--- src/rtl/cdec_pkg.sv ---
package cdec_pkg;
  localparam int unsigned NGRP  = 4;
  localparam int unsigned DEC_W = 25;
  localparam int unsigned NTERM = 2 * NGRP + 2;
  localparam int unsigned TMR_ACT = 17;
  localparam int unsigned TMR_POL = 16;
  localparam int unsigned CNT_ACT = 21;
  localparam int unsigned CNT_POL = 20;
  localparam int unsigned INV_BIT = 24;
endpackage

--- src/rtl/cdec_rst_sync.sv ---
module cdec_rst_sync (
  input  logic clk,
  input  logic rst_n,
  output logic rst_n_sync
);
  logic [1:0] stage_q;

  always_ff @(posedge clk or negedge rst_n) begin
    if (!rst_n) stage_q <= 2'b00;
    else        stage_q <= {stage_q[0], 1'b1};
  end

  assign rst_n_sync = stage_q[1];
endmodule

--- src/rtl/cdec_regfile.sv ---
module cdec_regfile
  import cdec_pkg::*;
#(
  parameter int unsigned NUM_COND = 4,
  localparam int unsigned IDX_W = $clog2(NUM_COND) + 1
) (
  input  logic                            clk,
  input  logic                            rst_n,
  input  logic                            wr_en,
  input  logic [IDX_W-1:0]                wr_idx,
  input  logic [DEC_W-1:0]                wr_data,
  output logic [NUM_COND-1:0][DEC_W-1:0]  dec_q
);
  logic [NUM_COND-1:0][DEC_W-1:0] dec_d;
  logic [NUM_COND-1:0]            load;

  always_comb begin
    for (int c = 0; c < NUM_COND; c++) begin
      load[c]  = wr_en && (wr_idx == IDX_W'(c));
      dec_d[c] = wr_data;
    end
  end

  for (genvar c = 0; c < NUM_COND; c++) begin : g_reg
    always_ff @(posedge clk or negedge rst_n) begin
      if (!rst_n)       dec_q[c] <= '0;
      else if (load[c]) dec_q[c] <= dec_d[c];
    end
  end
endmodule

--- src/rtl/cdec_cond_eval.sv ---
module cdec_cond_eval
  import cdec_pkg::*;
(
  input  logic [DEC_W-1:0] dec,
  input  logic [NGRP-1:0]  grp_and,
  input  logic [NGRP-1:0]  grp_or,
  input  logic             tmr_cmp,
  input  logic             cnt_cmp,
  output logic             hit
);
  logic [NTERM-1:0] act, lvl, val, ok;
  logic             raw;

  for (genvar g = 0; g < NGRP; g++) begin : g_grp
    assign act[2*g]   = dec[4*g+1];
    assign lvl[2*g]   = dec[4*g];
    assign val[2*g]   = grp_and[g];
    assign act[2*g+1] = dec[4*g+3];
    assign lvl[2*g+1] = dec[4*g+2];
    assign val[2*g+1] = grp_or[g];
  end

  assign act[2*NGRP]   = dec[TMR_ACT];
  assign lvl[2*NGRP]   = dec[TMR_POL];
  assign val[2*NGRP]   = tmr_cmp;
  assign act[2*NGRP+1] = dec[CNT_ACT];
  assign lvl[2*NGRP+1] = dec[CNT_POL];
  assign val[2*NGRP+1] = cnt_cmp;

  assign ok  = ~act | ~(val ^ lvl);
  assign raw = (|act) & (&ok);
  assign hit = raw ^ dec[INV_BIT];

  logic unused_ok;
  assign unused_ok = ^{dec[23:22], dec[19:18]};
endmodule

--- src/rtl/cdec_prio_pick.sv ---
module cdec_prio_pick #(
  parameter int unsigned NUM_COND = 4,
  localparam int unsigned SEL_W = $clog2(NUM_COND)
) (
  input  logic [NUM_COND-1:0] hit,
  output logic [SEL_W-1:0]    win,
  output logic                none
);
  always_comb begin
    win  = '0;
    none = 1'b1;
    for (int c = NUM_COND - 1; c >= 0; c--) begin
      if (hit[c]) begin
        win  = SEL_W'(c);
        none = 1'b0;
      end
    end
  end
endmodule

--- src/rtl/cond_decode_unit.sv ---
module cond_decode_unit
  import cdec_pkg::*;
#(
  parameter int unsigned NUM_COND = 4,
  localparam int unsigned IDX_W = $clog2(NUM_COND) + 1,
  localparam int unsigned SEL_W = $clog2(NUM_COND)
) (
  input  logic                clk,
  input  logic                rst_n,
  input  logic                wr_en,
  input  logic [IDX_W-1:0]    wr_idx,
  input  logic [DEC_W-1:0]    wr_data,
  input  logic [NGRP-1:0]     grp_and,
  input  logic [NGRP-1:0]     grp_or,
  input  logic                tmr_cmp,
  input  logic                cnt_cmp,
  output logic [NUM_COND-1:0] cond_hit,
  output logic [SEL_W-1:0]    win_idx,
  output logic                none_hit
);
  logic                           rst_n_sync;
  logic [NUM_COND-1:0][DEC_W-1:0] dec_q;

  cdec_rst_sync u_rst (
    .clk        (clk),
    .rst_n      (rst_n),
    .rst_n_sync (rst_n_sync)
  );

  cdec_regfile #(.NUM_COND(NUM_COND)) u_rf (
    .clk     (clk),
    .rst_n   (rst_n_sync),
    .wr_en   (wr_en),
    .wr_idx  (wr_idx),
    .wr_data (wr_data),
    .dec_q   (dec_q)
  );

  for (genvar c = 0; c < NUM_COND; c++) begin : g_cond
    cdec_cond_eval u_eval (
      .dec     (dec_q[c]),
      .grp_and (grp_and),
      .grp_or  (grp_or),
      .tmr_cmp (tmr_cmp),
      .cnt_cmp (cnt_cmp),
      .hit     (cond_hit[c])
    );
  end

  cdec_prio_pick #(.NUM_COND(NUM_COND)) u_pick (
    .hit  (cond_hit),
    .win  (win_idx),
    .none (none_hit)
  );
endmodule

--- config.mk ---
export PLATFORM = sky130hd
export DESIGN_NAME = cond_decode_unit
export DESIGN_NICKNAME = d
export VERILOG_FILES = /design/src/rtl/cdec_pkg.sv /design/src/rtl/cdec_rst_sync.sv /design/src/rtl/cdec_regfile.sv /design/src/rtl/cdec_cond_eval.sv /design/src/rtl/cdec_prio_pick.sv /design/src/rtl/cond_decode_unit.sv
export SDC_FILE = /design/constraint.sdc
export NUM_CORES = 1
export LEC_CHECK = 0
export BUFFER_PORTS_ARGS = -buffer_cell sky130_fd_sc_hd__buf_2
export CAP_MARGIN = 20
export CORE_MARGIN = 2
export CORE_UTILIZATION = 25
export DETAILED_ROUTE_END_ITERATION = 10
export HOLD_SLACK_MARGIN = 0.08
export SLEW_MARGIN = 10
export SYNTH_ARGS = -nofsm -noshare
export SYNTH_HDL_FRONTEND = slang
export SYNTH_SLANG_ARGS = --single-unit
export TNS_END_PERCENT = 10
--- constraint.sdc ---
create_clock -name clk -period 7.45 [get_ports clk]
set_input_delay 0.3725 -clock clk [delete_from_list [all_inputs] [get_ports clk]]
set_output_delay 0.3725 -clock clk [all_outputs]
set_load 0.01 [all_outputs]
Yosys cells after proc, flatten, opt, wreduce, memory -nomap -nowiden
Cells that the tools add are included.

cells by class
  bitwise operators = 24
  mux-type cells = 8
  reduce and logical (&&, ||, !) cells = 13
  equality and inequality tests = 3

operators with widths
  kind                                                  number
  inverter 10 bit                                       8
  bitwise OR 10 bit                                     4
  AND reduction 10 bit                                  4
  OR reduction 10 bit                                   4
  XOR 10 bit                                            4
  2-to-1 mux 2 bit                                      4
  equality test 3 x 2 -> 1 bit (second input constant)  2
  bitwise AND 1 bit                                     4
  logical AND 1 bit                                     4
  2-to-1 mux 1 bit                                      4
  XOR 1 bit                                             4
  equality test 3 x 1 -> 1 bit (second input constant)  1
  logical NOT 3 bit                                     1

storage, ports and cells
  input port bits = 41
  output and inout port bits = 7
  bits in registers = 102
  logic and storage cells = 53

Logic depth before layout (Yosys ltp)
Gate-level depths: netlist of the first run.

  depth after elaboration = 10
  gate-level depth with buffers = 7
  gate-level depth less buffers = 7

By module
Synthesis of the first run repeated with hierarchy kept, for this count alone.

second synthesis, totals
  cells, all modules = 303
  area, all modules = 4598.2 um^2

by module, submodules not included
  module          cells an instance  area an instance (um^2)  instances  sequential area each (um^2)
  cdec_regfile    214                3807.4                   1          2502.4
  cdec_cond_eval  20                 175.2                    4          0.0
  cdec_rst_sync   3                  53.8                     1          50.0
  cdec_prio_pick  6                  36.3                     1          0.0

Least setup slack after synthesis of the first run
OpenSTA, ideal clock, no wires.

  kind = input port to output port
  from = input grp_or[3]
  to = output win_idx[1]
  required time = 7.078 ns
  cell stages on the path = 5
  buffers on the path = 0
  arrival = 1.822 ns
  path slack = 5.255 ns
  path through = xor2_1 a221o_1 or4_4 and2_4 a211oi_2

on the way
  cells in the longest elaborated chain, start to end = 10

ends and longest elaborated chain
  item                           RTL line                text
  start: declaration             cond_decode_unit.sv:14  input logic [NGRP-1:0] grp_or,
  XOR 10 bit                     cdec_cond_eval.sv:30    assign ok = ~act | ~(val ^ lvl);
  inverter 10 bit                cdec_cond_eval.sv:30
  bitwise OR 10 bit              cdec_cond_eval.sv:30
  AND reduction 10 bit           cdec_cond_eval.sv:31    assign raw = (|act) & (&ok);
  bitwise AND 1 bit              cdec_cond_eval.sv:31
  XOR 1 bit                      cdec_cond_eval.sv:32    assign hit = raw ^ dec[INV_BIT];
  2-to-1 mux 2 bit (3 in a row)  cdec_prio_pick.sv:13    if (hit[c]) begin
  2-to-1 mux 2 bit (*)           cdec_prio_pick.sv:13
  end: declaration               cond_decode_unit.sv:18  output logic [SEL_W-1:0] win_idx,

Mark *: on every way between the ends. The rest lies on a longest branch, timed or not.

Worst setup path after layout of the first run
  from = register u_rf.dec_q[34] (netlist bit)
  to = output win_idx[1]

on the way
  cells in the longest elaborated chain, start to end = 7

ends and longest elaborated chain
  item                               RTL line              text
  start: declaration                 cdec_regfile.sv:12    output logic [NUM_COND-1:0][DEC_W-1:0] dec_q
  start signal: indexed assignment   cdec_regfile.sv:27    else if (load[c]) dec_q[c] <= dec_d[c];
  inverter 10 bit                    cdec_cond_eval.sv:30
  bitwise OR 10 bit                  cdec_cond_eval.sv:30
  AND reduction 10 bit               cdec_cond_eval.sv:31
  bitwise AND 1 bit (*)              cdec_cond_eval.sv:31
  XOR 1 bit (*)                      cdec_cond_eval.sv:32
  2-to-1 mux 2 bit (*) (2 in a row)  cdec_prio_pick.sv:13

Marks and branches as above.

==> results of run 1 <==
-- power by group --
| part | internal (mW) | switching, mW | total (mW) |
|---|---|---|---|
| Combinational | 0.165 | 0.141 | 0.306 |
| Clock | 0.235 | 0.184 | 0.419 |
| Sequential | 0.569 | 0.0798 | 0.649 |
-- critical path, cell delays in order (launching register included) --
cell and delay, ns:
sky130_fd_sc_hd__dfrtp_1 0.40, sky130_fd_sc_hd__or4_1 0.57, sky130_fd_sc_hd__nor4_1 0.27, sky130_fd_sc_hd__a221oi_1 0.09, sky130_fd_sc_hd__and3_1 0.20, sky130_fd_sc_hd__xnor2_1 0.25
sky130_fd_sc_hd__inv_1 0.09, sky130_fd_sc_hd__a211oi_2 0.13, sky130_fd_sc_hd__buf_2 0.15
-- metal layers --
layer | GRT usage | vias to the layer above | wire (um)
met5 | 0 | - | 0
met4 | 0.03416 | 0 | 93
met3 | 0.03179 | 11 | 351
met2 | 0.1929 | 45 | 4498
met1 | 0.1636 | 1282 | 4391
li1 | - | 1124 | -
-- sequential cells by signal (all words and copies together), names as in the netlist --
signal and flops:
u_rst.stage_q 2, u_rf.dec_q 84
-- area by class of cell --
| type | count | area (sq um) | share of cell area |
|---|---|---|---|
| clock buffers | 11 | 242.7 | 0.05128 |
| clock inverters | 5 | 33.78 | 0.007137 |
| inverters | 3 | 11.26 | 0.002379 |
| multi-input cells | 179 | 1750 | 0.3698 |
| flip-flops and latches | 86 | 2156 | 0.4555 |
| well taps | 211 | 264.0 | 0.05578 |
| repair buffers | 49 | 275.3 | 0.05815 |
-- how the worst min path moves through the flow --
stage	start	end	slack (ns)
after floorplan	rst_n	u_rst.stage_q[0]$_DFF_PN0_	0.08
after global placement	rst_n	u_rst.stage_q[0]$_DFF_PN0_	0.16
after detailed placement	rst_n	u_rst.stage_q[0]$_DFF_PN0_	0.16
after CTS	wr_data[20]	u_rf.dec_q[20]$_DFFE_PN0P_	0.30
after global routing	wr_data[12]	u_rf.dec_q[37]$_DFFE_PN0P_	0.31
final	wr_data[4]	u_rf.dec_q[4]$_DFFE_PN0P_	0.31
-- kinds of logic after synthesis --
kind of cell	after synthesis	synth area share
AOI/OAI and AO/OA	25	0.05243
xor gates and xnor gates	42	0.09342
buffers and inverters	15	0.01811
DFF	86	0.5466
muxes	84	0.2402
other	1	0.0009524
and+or+nand+nor	27	0.04830
-- cell usage after synthesis --
cell type / number / share of area
sky130_fd_sc_hd__buf_1: 2 / 0.0019
sky130_fd_sc_hd__buf_4: 4 / 0.0076
sky130_fd_sc_hd__a21oi_1: 1 / 0.0013
sky130_fd_sc_hd__xnor2_1: 2 / 0.0044
sky130_fd_sc_hd__conb_1: 1 / 0.00095
sky130_fd_sc_hd__nand2_1: 4 / 0.0038
sky130_fd_sc_hd__and4b_1: 1 / 0.0025
sky130_fd_sc_hd__clkbuf_1: 6 / 0.0057
sky130_fd_sc_hd__o211ai_1: 1 / 0.0019
sky130_fd_sc_hd__mux2_2: 84 / 0.24
sky130_fd_sc_hd__nand4b_1: 1 / 0.0022
sky130_fd_sc_hd__o31ai_1: 1 / 0.0019
sky130_fd_sc_hd__a221oi_1: 5 / 0.011
sky130_fd_sc_hd__xor2_1: 40 / 0.089
sky130_fd_sc_hd__nand4_1: 1 / 0.0016
sky130_fd_sc_hd__nor4b_1: 1 / 0.0022
sky130_fd_sc_hd__nor4_1: 5 / 0.0079
sky130_fd_sc_hd__nor4bb_1: 2 / 0.0051
sky130_fd_sc_hd__a22oi_1: 10 / 0.019
sky130_fd_sc_hd__a22o_1: 3 / 0.0067
sky130_fd_sc_hd__inv_1: 3 / 0.0029
sky130_fd_sc_hd__nor2_1: 1 / 0.00095
sky130_fd_sc_hd__a221o_1: 2 / 0.0051
sky130_fd_sc_hd__o31a_1: 1 / 0.0022
sky130_fd_sc_hd__a211oi_2: 1 / 0.0032
sky130_fd_sc_hd__and3_1: 1 / 0.0016
sky130_fd_sc_hd__or4_1: 8 / 0.015
sky130_fd_sc_hd__or4_4: 1 / 0.0029
sky130_fd_sc_hd__and2_4: 1 / 0.0022
sky130_fd_sc_hd__dfrtp_1: 86 / 0.55
-- per-stage QoR --
| stage | cell area, sq um | hold WS [ns] | worst slack, ns | cells |
|---|---|---|---|---|
| 2_1_floorplan | 3938 | 0.07691 | 4.877 | 280 |
| 3_3_place_gp | 4427 | 0.1596 | 4.916 | 526 |
| 3_5_place_dp | 4427 | 0.1621 | 4.903 | 526 |
| 4_1_cts | 4713 | 0.2983 | 4.614 | 543 |
| 5_1_grt | 4733 | 0.3063 | 4.418 | 544 |
| 6_report | 4733 | 0.3059 | 4.595 | 544 |
-- timing repair --
action,in CTS,in global routing
setup buffers,0,0
endpoints found under the hold margin,2,0
hold buffers,1,0
==> flow_metrics.py, run 1 <==
metrics = {
    "clock_tree": {
        "clkSinkCount": 86,
        "clkSlewWorstSetupHoldPaths_ns": 0.06,
        "post_cts_resized": 0,
        "tritoncts": "yes",
        "h-tree-depth": 3,
        "cts_root_buf": "sky130_fd_sc_hd__clkbuf_16",
        "cts_buffers": 9,
        "clk_latency_ns": 0.34,
        "cts_buffer_depth": 2,
    },
    "power": {
        "max-vdd-ir-drop_uv": 105.8,
        "pd_cells_nw_per_um2": 290.2,
        "leakagePower_nw": 2.043,
        "total_power_mw": 1.374,
    },
    "sta": {
        "timing.final.max_slew_violations": 0,
        "worst_clock_skew_ns": 0.006702,
        "timing.setup.tns_ns": 0,
        "unrepaired_setup_endpoints_after_global_routing": "no",
        "worst_pin_slew_ns": 0.5870,
        "period_share": 0.3832,
        "finalHoldViolations": 0,
        "period_minus_slack_ns": 2.855,
        "fmax_ghz": 0.3503,
        "timing.slew.headroom": 0.6087,
        "finalSetupViolCount": 0,
    },
    "synth": {
        "synth_unique_cells": 30,
        "yosys_register_bits": 86,
        "postSynthCellCount": 280,
        "post_syn_area_sq_um": 3938,
        "syn_area_per_cell_sq_um": 14.06,
        "synth.yosys.seq_area_share": 0.5466,
        "ys_warn_count": 0,
        "synth.net_count": 321,
    },
    "run": {
        "cap_viol_max_count": 0,
    },
    "setup_path": {
        "worst_r2r_path_depth": 1,
        "regToRegEndpoint": "u_rf.dec_q[20]$_DFFE_PN0P_",
        "endpoint_kind": "output port",
        "setup.worst_path.class": "flip-flop to output port",
        "timing.critical_path.fanout_max": 3,
        "regToRegSetupSlack_ns": 6.49,
        "critPathRequiredTime_ns": 7.08,
        "cp-endpoint": "win_idx[1]",
        "cp-startpoint": "u_rf.dec_q[34]$_DFFE_PN0P_",
        "critical_path_arrival_ns": 2.48,
        "startpoint_type": "flip-flop",
        "regToRegStartpoint": "u_rst.stage_q[1]$_DFF_PN0_",
    },
    "floorplanning": {
        "design.portCount": 48,
        "die_x_um": 129.5,
        "design.die.area_sq_um": 16770,
        "fp.dieH_um": 129.5,
        "design.core.area_sq_um": 15310,
        "initial_core_util": 0.2571,
        "placementRows": 45,
    },
    "detailed_routing": {
        "post_drt_wl_per_cell_um": 17.16,
        "detailroute.via_count": 2462,
        "drc": 0,
        "antenna_violating_nets_post_route": 0,
        "detailed_route_wl_mm": 9.334,
        "route.detailed.vias_per_inst": 4.526,
        "drt_iter0_markers": 95,
        "drt-pass1-iter-count": 4,
    },
    "global_routing": {
        "grt_max_degree": 85,
        "grt_first_pass_wirelength_mm": 15.08,
        "number_of_antenna_violations_at_the_first_check_in_global_routing": 0,
        "global_route.overflow_total": 0,
        "global_route.usage.total": 0.1212,
        "first_global_vias": 2663,
    },
    "cells_and_area": {
        "diodes": 0,
        "final_core_utilization": 0.3091,
        "area_growth_syn_to_layout_pct": 20.21,
        "layout_commonest_cell": "sky130_fd_sc_hd__dfrtp_1",
        "drive_above_1_share": 0.4625,
        "final_net_count": 369,
        "layout.filler_cells": 1555,
        "layout.cells.most_common_list": "sky130_fd_sc_hd__dfrtp_1 (85), sky130_fd_sc_hd__mux2_2 (84), sky130_fd_sc_hd__buf_2 (43)",
    },
    "placed_design": {
        "place_congestion": 0.8144,
        "port_buffers": 43,
        "detailedPlacementHpwl_mm": 6.704,
    },
    "worst_hold_path": {
        "hold_path_depth": 2,
        "worst_hold_path_type": "primary input to flip-flop",
    },
    "status": {
        "outcome": "completed",
    },
}
No activity file was read; power rests on OpenSTA's default activity.
==> run 2, diff against run 1 <==
clock period = 2.85 ns   (was 7.45 ns; I/O delays follow)
==> flow_metrics.py, run 2 (synthesis results as in run 1) <==
metrics = {
    "cells_and_area": {
        "drive_above_1_share": 0.4583,
        "final_net_count": 372,
        "layout.cells.most_common_list": "sky130_fd_sc_hd__dfrtp_1 (85), sky130_fd_sc_hd__mux2_2 (84), sky130_fd_sc_hd__buf_2 (43)",
        "layout.cell_area.non_filler_sq_um": 4820,
        "largest_register_ffs": 84,
        "largest-register": "u_rf.dec_q",
        "layout_commonest_cell": "sky130_fd_sc_hd__dfrtp_1",
        "area_growth_syn_to_layout_pct": 22.40,
        "diodes": 0,
        "top_flop_regs": "u_rf.dec_q (84), u_rst.stage_q (2)",
    },
    "global_routing": {
        "first_global_vias": 2721,
        "global_route.usage.total": 0.1165,
        "met1_usage": 0.1491,
        "grt.met3_usage": 0.03138,
        "grt_max_degree": 85,
        "global_route.overflow_total": 0,
        "global_route_met2_usage": 0.1969,
        "number_of_antenna_violations_at_the_first_check_in_global_routing": 0,
        "grt_first_pass_wirelength_mm": 14.66,
        "gr_peak_layer": "met2",
    },
    "setup_path": {
        "cp-endpoint": "win_idx[1]",
        "critical_path_arrival_ns": 2.44,
        "crit_path_top_delay_cell": "sky130_fd_sc_hd__or4_1",
        "critPathBufInv": 2,
        "regToRegSetupSlack_ns": 2.02,
        "timing.critical_path.fanout_max": 3,
        "path_cells": "or4_1, nor4_1, a221oi_1, and3_1, xnor2_1, inv_1, a211oi_2, buf_2",
        "cp-startpoint": "u_rf.dec_q[34]$_DFFE_PN0P_",
        "critical_path_depth": 8,
        "worst_r2r_path_depth": 1,
        "startpoint_type": "flip-flop",
        "regToRegStartpoint": "u_rst.stage_q[1]$_DFF_PN0_",
        "worst_path_largest_cell_delay_ns": 0.56,
        "setup.worst_path.class": "flip-flop to output port",
        "critPathRequiredTime_ns": 2.71,
        "crit_family": "simple AND/OR/NAND/NOR gates",
        "regToRegEndpoint": "u_rf.dec_q[31]$_DFFE_PN0P_",
        "endpoint_kind": "output port",
    },
    "status": {
        "outcome": "completed",
    },
    "sta": {
        "timing.setup.tns_ns": 0,
        "fmax_ghz": 0.3880,
        "timing.final.max_slew_violations": 0,
        "finalSetupViolCount": 0,
        "unrepaired_setup_endpoints_after_global_routing": "no",
        "fin_hold_ws_ns": 0.08442,
        "period_share": 0.9044,
        "period_minus_slack_ns": 2.578,
        "finalHoldViolations": 0,
        "worst_clock_skew_ns": 0.006674,
    },
    "clock_tree": {
        "cts_root_buf": "sky130_fd_sc_hd__clkbuf_16",
        "clkSinkCount": 86,
        "h-tree-depth": 3,
        "tritoncts": "yes",
        "clkSlewWorstSetupHoldPaths_ns": 0.06,
        "cts_hold_buffers": 3,
        "cts.repair_timing.setup_buffer_count": 0,
        "post_cts_resized": 0,
        "cts_buffers": 9,
        "cts_buffer_depth": 2,
        "clk_latency_ns": 0.33,
    },
    "detailed_routing": {
        "route.detailed.vias_per_inst": 4.470,
        "drt_iter0_markers": 102,
        "detailroute.via_count": 2445,
        "detailed_route_wl_mm": 9.202,
        "drt-pass1-iter-count": 4,
        "antenna_violating_nets_post_route": 0,
        "post_drt_wl_per_cell_um": 16.82,
        "drc": 0,
    },
    "worst_hold_path": {
        "hold_path_depth": 2,
        "worst_hold_path_type": "primary input to flip-flop",
    },
    "placed_design": {
        "place_congestion": 0.7801,
        "post_dp_cell_area_sq_um": 4427,
        "detailedPlacementHpwl_mm": 6.699,
        "port_buffers": 43,
    },
    "floorplanning": {
        "initial_core_util": 0.2571,
        "die_x_um": 129.5,
        "placementRows": 45,
        "design.portCount": 48,
        "design.die.area_sq_um": 16770,
        "fp.dieH_um": 129.5,
        "design.core.area_sq_um": 15310,
    },
    "power": {
        "leakagePower_nw": 2.086,
        "pd_cells_nw_per_um2": 779.4,
        "max-vdd-ir-drop_uv": 328.5,
    },
    "run": {
        "cap_viol_max_count": 0,
    },
}
## run 2: worst min path at each step
| stage | from | endpoint |
|---|---|---|
| floorplan | rst_n | u_rst.stage_q[0]$_DFF_PN0_ |
| global placement | rst_n | u_rst.stage_q[0]$_DFF_PN0_ |
| detailed placement | rst_n | u_rst.stage_q[0]$_DFF_PN0_ |
| CTS | wr_data[20] | u_rf.dec_q[20]$_DFFE_PN0P_ |
| global route | wr_data[20] | u_rf.dec_q[20]$_DFFE_PN0P_ |
| finish | wr_data[20] | u_rf.dec_q[20]$_DFFE_PN0P_ |
## run 2: power breakdown
group	leakage (nW)	switching, mW	internal [mW]	total, mW
registers	1.03	0.204	1.49	1.69
clock network	0.160	0.467	0.793	1.26
logic	0.896	0.369	0.435	0.804
## run 2: layout make-up
class	count	area, sq um
clock buffers	11	242.7
multi-input cells	179	1750
inverters	3	11.26
fillers	1559	10500
flip-flops and latches	86	2156
well taps	211	264.0
clock inverters	5	82.58
repair buffers	52	312.8
## run 2: per-layer routing
metal | vias to the layer above | wire length, um
met4 | 0 | 87
met5 | - | 0
met3 | 7 | 379
li1 | 1127 | -
met1 | 1269 | 4243
met2 | 42 | 4491
## run 2: metrics by stage
step / worst slack, ns / utilization / power [mW] / instances
floorplan: 0.2773 / - / 2.242 / 280
global placement: 0.6549 / 0.2891 / 2.485 / 526
detailed placement: 0.6006 / 0.2891 / 2.521 / 526
CTS: 0.2429 / 0.3123 / 3.796 / 545
global route: 0.07577 / 0.3147 / 3.950 / 547
finish: 0.2724 / 0.3147 / 3.757 / 547
